**config.mk**
```make
export PLATFORM = sky130hd
export DESIGN_NAME = comma_realigner
export DESIGN_NICKNAME = d
export VERILOG_FILES = /design/src/rtl/realign_pkg.sv /design/src/rtl/comma_lane_detect.sv /design/src/rtl/align_mode_ctrl.sv /design/src/rtl/lane_merge.sv /design/src/rtl/comma_realigner.sv
export SDC_FILE = /design/constraint.sdc
export NUM_CORES = 1
export LEC_CHECK = 0
export CAP_MARGIN = 15
export CORE_MARGIN = 2
export CORE_UTILIZATION = 40
export CTS_BUF_LIST = sky130_fd_sc_hd__clkbuf_8
export DETAILED_ROUTE_END_ITERATION = 12
export DONT_BUFFER_PORTS = 1
export GPL_TIMING_DRIVEN = 0
export SYNTH_ARGS = -nofsm -noshare
export SYNTH_HDL_FRONTEND = slang
export SYNTH_HIERARCHICAL = 1
export SYNTH_SLANG_ARGS = --single-unit
```
**constraint.sdc**
```tcl
create_clock -name clk -period 2.5 [get_ports clk]
set_input_delay 0.5 -clock clk [delete_from_list [all_inputs] [get_ports clk]]
set_output_delay 0.5 -clock clk [all_outputs]
set_load 0.03 [all_outputs]
```
**src/rtl/realign_pkg.sv**
```systemverilog
package realign_pkg;

    localparam int BYTE_W = 8;
    localparam int LANES  = 2;
    localparam int WORD_W = BYTE_W * LANES;

    typedef struct packed {
        logic              ctl;
        logic [BYTE_W-1:0] dat;
    } sym_t;

    typedef struct packed {
        sym_t hi;
        sym_t lo;
    } word_t;

    typedef enum logic {
        MODE_PASS  = 1'b0,
        MODE_SHIFT = 1'b1
    } align_mode_e;

    function automatic logic sym_is_comma(sym_t s, logic [BYTE_W-1:0] code);
        return s.ctl && (s.dat == code);
    endfunction

    function automatic word_t pack_word(logic [WORD_W-1:0] d, logic [LANES-1:0] c);
        word_t w;
        w.lo.dat = d[BYTE_W-1:0];
        w.lo.ctl = c[0];
        w.hi.dat = d[WORD_W-1:BYTE_W];
        w.hi.ctl = c[1];
        return w;
    endfunction

    function automatic align_mode_e pick_mode(logic hit_lo, logic hit_hi, align_mode_e held);
        if (hit_lo && !hit_hi)
            return MODE_SHIFT;
        else if (hit_hi && !hit_lo)
            return MODE_PASS;
        else
            return held;
    endfunction

endpackage

```
**src/rtl/comma_lane_detect.sv**
```systemverilog
module comma_lane_detect
    import realign_pkg::*;
#(
    parameter logic [BYTE_W-1:0] COMMA_CODE = 8'hBC
) (
    input  sym_t sym,
    output logic hit
);
    assign hit = sym_is_comma(sym, COMMA_CODE);
endmodule

```
**src/rtl/align_mode_ctrl.sv**
```systemverilog
module align_mode_ctrl
    import realign_pkg::*;
(
    input  logic        clk,
    input  logic        rst,
    input  logic        hit_lo,
    input  logic        hit_hi,
    output align_mode_e sel_mode,
    output align_mode_e mode_q,
    output logic        locked_q,
    output logic        dual_err_q
);
    assign sel_mode = pick_mode(hit_lo, hit_hi, mode_q);

    always_ff @(posedge clk) begin
        if (rst) begin
            mode_q     <= MODE_PASS;
            locked_q   <= 1'b0;
            dual_err_q <= 1'b0;
        end else begin
            mode_q <= sel_mode;
            if (hit_lo || hit_hi)
                locked_q <= 1'b1;
            if (hit_lo && hit_hi)
                dual_err_q <= 1'b1;
        end
    end

    AST_NO_COMMA_HOLDS: assert property (@(posedge clk) disable iff (rst)
        (!hit_lo && !hit_hi) |=> $stable(mode_q));
    AST_DUAL_KEEPS_MODE: assert property (@(posedge clk) disable iff (rst)
        (hit_lo && hit_hi) |=> ($stable(mode_q) && dual_err_q));
    AST_ERR_STICKY: assert property (@(posedge clk) disable iff (rst)
        dual_err_q |=> dual_err_q);
    AST_LOW_COMMA_SHIFTS: assert property (@(posedge clk) disable iff (rst)
        (hit_lo && !hit_hi) |=> (mode_q == MODE_SHIFT));
    AST_HIGH_COMMA_PASSES: assert property (@(posedge clk) disable iff (rst)
        (hit_hi && !hit_lo) |=> (mode_q == MODE_PASS));
    AST_LOCK_ON_COMMA: assert property (@(posedge clk) disable iff (rst)
        (hit_lo || hit_hi) |=> locked_q);
    AST_LOCK_STICKY: assert property (@(posedge clk) disable iff (rst)
        locked_q |=> locked_q);
endmodule

```
**src/rtl/lane_merge.sv**
```systemverilog
module lane_merge
    import realign_pkg::*;
(
    input  logic        clk,
    input  logic        rst,
    input  word_t       cur,
    input  align_mode_e sel,
    output word_t       out_q
);
    sym_t  prev_hi_q;
    word_t merged;

    always_comb begin
        if (sel == MODE_SHIFT) begin
            merged.hi = cur.lo;
            merged.lo = prev_hi_q;
        end else begin
            merged = cur;
        end
    end

    always_ff @(posedge clk) begin
        if (rst) begin
            prev_hi_q <= '0;
            out_q     <= '0;
        end else begin
            prev_hi_q <= cur.hi;
            out_q     <= merged;
        end
    end

    AST_PASS_ONE_CYCLE: assert property (@(posedge clk) disable iff (rst)
        (sel == MODE_PASS) |=> (out_q == $past(cur)));
    AST_SHIFT_HIGH_FROM_LOW: assert property (@(posedge clk) disable iff (rst)
        (sel == MODE_SHIFT) |=> (out_q.hi == $past(cur.lo)));
    AST_PREV_ALWAYS_LOADS: assert property (@(posedge clk) disable iff (rst)
        1'b1 |=> (prev_hi_q == $past(cur.hi)));
endmodule

```
**src/rtl/comma_realigner.sv**
```systemverilog
module comma_realigner
    import realign_pkg::*;
#(
    parameter logic [BYTE_W-1:0] COMMA_CODE = 8'hBC
) (
    input  logic              clk,
    input  logic              rst,
    input  logic [WORD_W-1:0] rx_data,
    input  logic [LANES-1:0]  rx_ctl,
    output logic [WORD_W-1:0] al_data,
    output logic [LANES-1:0]  al_ctl,
    output logic              shift_mode,
    output logic              locked,
    output logic              dual_comma_err
);
    word_t       cur_word;
    word_t       out_word;
    sym_t        lane_sym [LANES];
    logic [LANES-1:0] lane_hit;
    align_mode_e sel_mode;
    align_mode_e mode_q;

    assign cur_word    = pack_word(rx_data, rx_ctl);
    assign lane_sym[0] = cur_word.lo;
    assign lane_sym[1] = cur_word.hi;

    for (genvar g = 0; g < LANES; g++) begin : g_lane
        comma_lane_detect #(.COMMA_CODE(COMMA_CODE)) u_det (
            .sym (lane_sym[g]),
            .hit (lane_hit[g])
        );
    end

    align_mode_ctrl u_ctrl (
        .clk        (clk),
        .rst        (rst),
        .hit_lo     (lane_hit[0]),
        .hit_hi     (lane_hit[1]),
        .sel_mode   (sel_mode),
        .mode_q     (mode_q),
        .locked_q   (locked),
        .dual_err_q (dual_comma_err)
    );

    lane_merge u_merge (
        .clk   (clk),
        .rst   (rst),
        .cur   (cur_word),
        .sel   (sel_mode),
        .out_q (out_word)
    );

    assign al_data    = {out_word.hi.dat, out_word.lo.dat};
    assign al_ctl     = {out_word.hi.ctl, out_word.lo.ctl};
    assign shift_mode = (mode_q == MODE_SHIFT);

    AST_MODE_MATCHES_WORD: assert property (@(posedge clk) disable iff (rst)
        (lane_hit == 2'b01) |=> (shift_mode && al_data[15:8] == COMMA_CODE && al_ctl[1]));
    AST_COMMA_LANDS_HIGH: assert property (@(posedge clk) disable iff (rst)
        (lane_hit == 2'b10) |=> (!shift_mode && al_data[15:8] == COMMA_CODE && al_ctl[1]));
    AST_LOCK_FIRST: assert property (@(posedge clk) disable iff (rst)
        (|lane_hit) |=> locked);
endmodule

```
==> flow_summary.toml <==
[status]
status = "completed"

[timing]
slew_headroom = 0.673
fin_worst_skew_ns = 0.00122
hold_violations = 0
tightestPinTransition_ns = 0.489
period_share = 0.814
min_period_ns = 2.04
tns_ns = 0
fin_ws_ns = 0.464
fmax_mhz = 491
rsz0062_at_grt = "false"
setup_viol = 0
drv_slew = 0

[floorplanning]
die_x_um = 56.1
io_pins = 41
coreArea_sq_mm = 0.00252
start_util = 0.431
die-area_sq_mm = 0.00315
rows = 18
die_h_um = 56.1

[power]
peakVddDrop_v = 0.000454
p_per_area_mw_per_mm2 = 792
leakage_nw = 0.444

[clock_tree]
cts_tree = "built"
clock_sinks = 30
cts_max_level = 2
ctsRootBufferMaster = "clkbuf_8"
postCtsHoldBufs = 0
clockBufferDepth = 2
clkTransAtPathRegs_ns = 0.06
cts_resized = 0
clock_latency_ns = 0.28
cts_setup_buffers = 0
numCtsBuffers = 5

[finish]
syn2layout_area_growth_pct = 11.9
fill_cells = 244
final_area_sq_mm = 0.00122
layout_common_cells = "dfxtp_1 (30), nor2_1 (20), mux2i_1 (18), nor2b_1 (9), clkbuf_8 (6)"
final_common_cell = "dfxtp_1"
num-nets-final = 123
antenna_cells = 0
drive_gt1_frac = 0.173

[placement]
dpl_cell_area_sq_mm = 0.00112
place.gp.congestion = 0.724
dp_hpwl_um = 1460
io_buffer_count = 0
dp_slack_ns = 0.140

[min_path]
holdPathEnd = "u_ctrl/dual_err_q"
min-delay-start = "rst"
hold_depth = 1
hp-class = "primary input to flip-flop"

[yosys]
yosysWarnings = 6
synth-seq-cells = 30
ys.flop_type = "dfxtp_1"
synth_nets = 116
ys_types = 18
seq_area_frac_synth = 0.552
synthArstFlopShare = 0
syn_area_sq_mm = 0.00109
synth_edf_count = 0
syn_inst = 96
synth.avg_cell_area_sq_um = 11.3

[setup_path]
r2r_end = "u_merge/out_q[11]"
critPathMaxFanout = 10
path_class = "primary input to flip-flop"
r2r_slack_ns = 0.93
r2r-start = "u_ctrl/mode_q"
r2r_cells = 6
critPathRequiredTime_ns = 2.67
worst_setup_path_start_kind = "primary input"
end_kind = "flip-flop"
cp_data_arrival_time_ns = 2.20

[drt]
detail-route-antenna-nets = 0
route.detailed.drc = 0
wl_per_cell_um = 15.0
routed-via-count = 652
routed-wl-met3_um = 200
wl_met1_um = 845
first_iter_violations = 9
dr_wl_met2_um = 933
top_layer_used = "met4"
drt_pass1_iterations = 2
finalWirelength_um = 2010
routed_via_density = 4.87

[grt]
grt_usage = 0.139
grt_max_degree = 11
antenna_found_initial = 0
first_global_vias = 661
grt_overflow = 0
grt_first_pass_wirelength_um = 3190

[job]
drv_cap = 0
==> worst max-delay path, stage by stage <==
cell	delay, ns
or3b_1	0.39
nor4b_2	0.42
inv_1	0.11
o21ai_2	0.17
buf_6	0.19
buf_12	0.16
mux2i_1	0.20
nor2_1	0.06
==> how the worst max path moves through the flow <==
stage                           from           endpoint  slack, ns  cells after the start
after floorplan           rx_data[1]  u_merge/out_q[10]       0.43                      8
after global placement    rx_data[1]   u_merge/out_q[6]       0.21                      8
after detailed placement  rx_data[1]   u_merge/out_q[6]       0.14                      8
after CTS                 rx_data[1]  u_merge/out_q[11]       0.43                      8
after global routing      rx_data[1]  u_merge/out_q[12]       0.32                      8
final                     rx_data[1]  u_merge/out_q[11]       0.46                      8
==> power breakdown <==
part | internal [W] | switching, W
combinational | 0.0000176 | 0.0000177
sequential | 0.000502 | 0.0000386
clock | 0.000217 | 0.000171
total | 0.000737 | 0.000227
==> registers in the layout (all words and copies together) (netlist names) <==
name,cells
u_ctrl/locked_q,1
u_ctrl/dual_err_q,1
u_merge/out_q,18
u_ctrl/mode_q,1
u_merge/prev_hi_q,9
==> area by class of cell <==
cell class,instances,area (sq um),area share
buffer,5,46.3,0.0381
clock buffer,6,82.6,0.0679
clock inverter,2,8.76,0.00720
inverter,1,3.75,0.00309
multi-input combinational,60,437,0.359
sequential,30,601,0.494
tap,30,37.5,0.0309
==> cell usage after synthesis, types with 2 or more instances <==
master	count	area [sq um]
dfxtp_1	30	601
nor2_1	20	75.1
mux2i_1	18	180
nand4_1	2	12.5
nor2b_1	9	56.3
nor4b_2	2	30.0
or3b_1	2	17.5
buf_2	3	15.0
==> through the flow <==
stage                     utilization  total power [W]  hold slack, ns  std cells
after floorplan                     -         0.000579           0.440         96
after global placement          0.446         0.000586           0.452        126
after detailed placement        0.446         0.000587           0.456        126
after CTS                       0.482         0.000976           0.276        134
after global routing            0.482          0.00101           0.267        134
final                           0.482         0.000964           0.285        134
==> layer usage <==
| layer | up-vias | global-route usage |
|---|---|---|
| met3 | 4 | 0.100 |
| li1 | 332 | - |
| met2 | 24 | 0.193 |
| met1 | 292 | 0.161 |
| met5 | - | 0 |
| met4 | 0 | 0.0612 |
==> cell families after synthesis <==
| group | Yosys count | synth area share |
|---|---|---|
| mux | 18 | 0.166 |
| compound gates | 3 | 0.0242 |
| flops | 30 | 0.552 |
| simple gates | 39 | 0.212 |
| buf+inv | 6 | 0.0460 |
(Power assumes the default switching activity.)
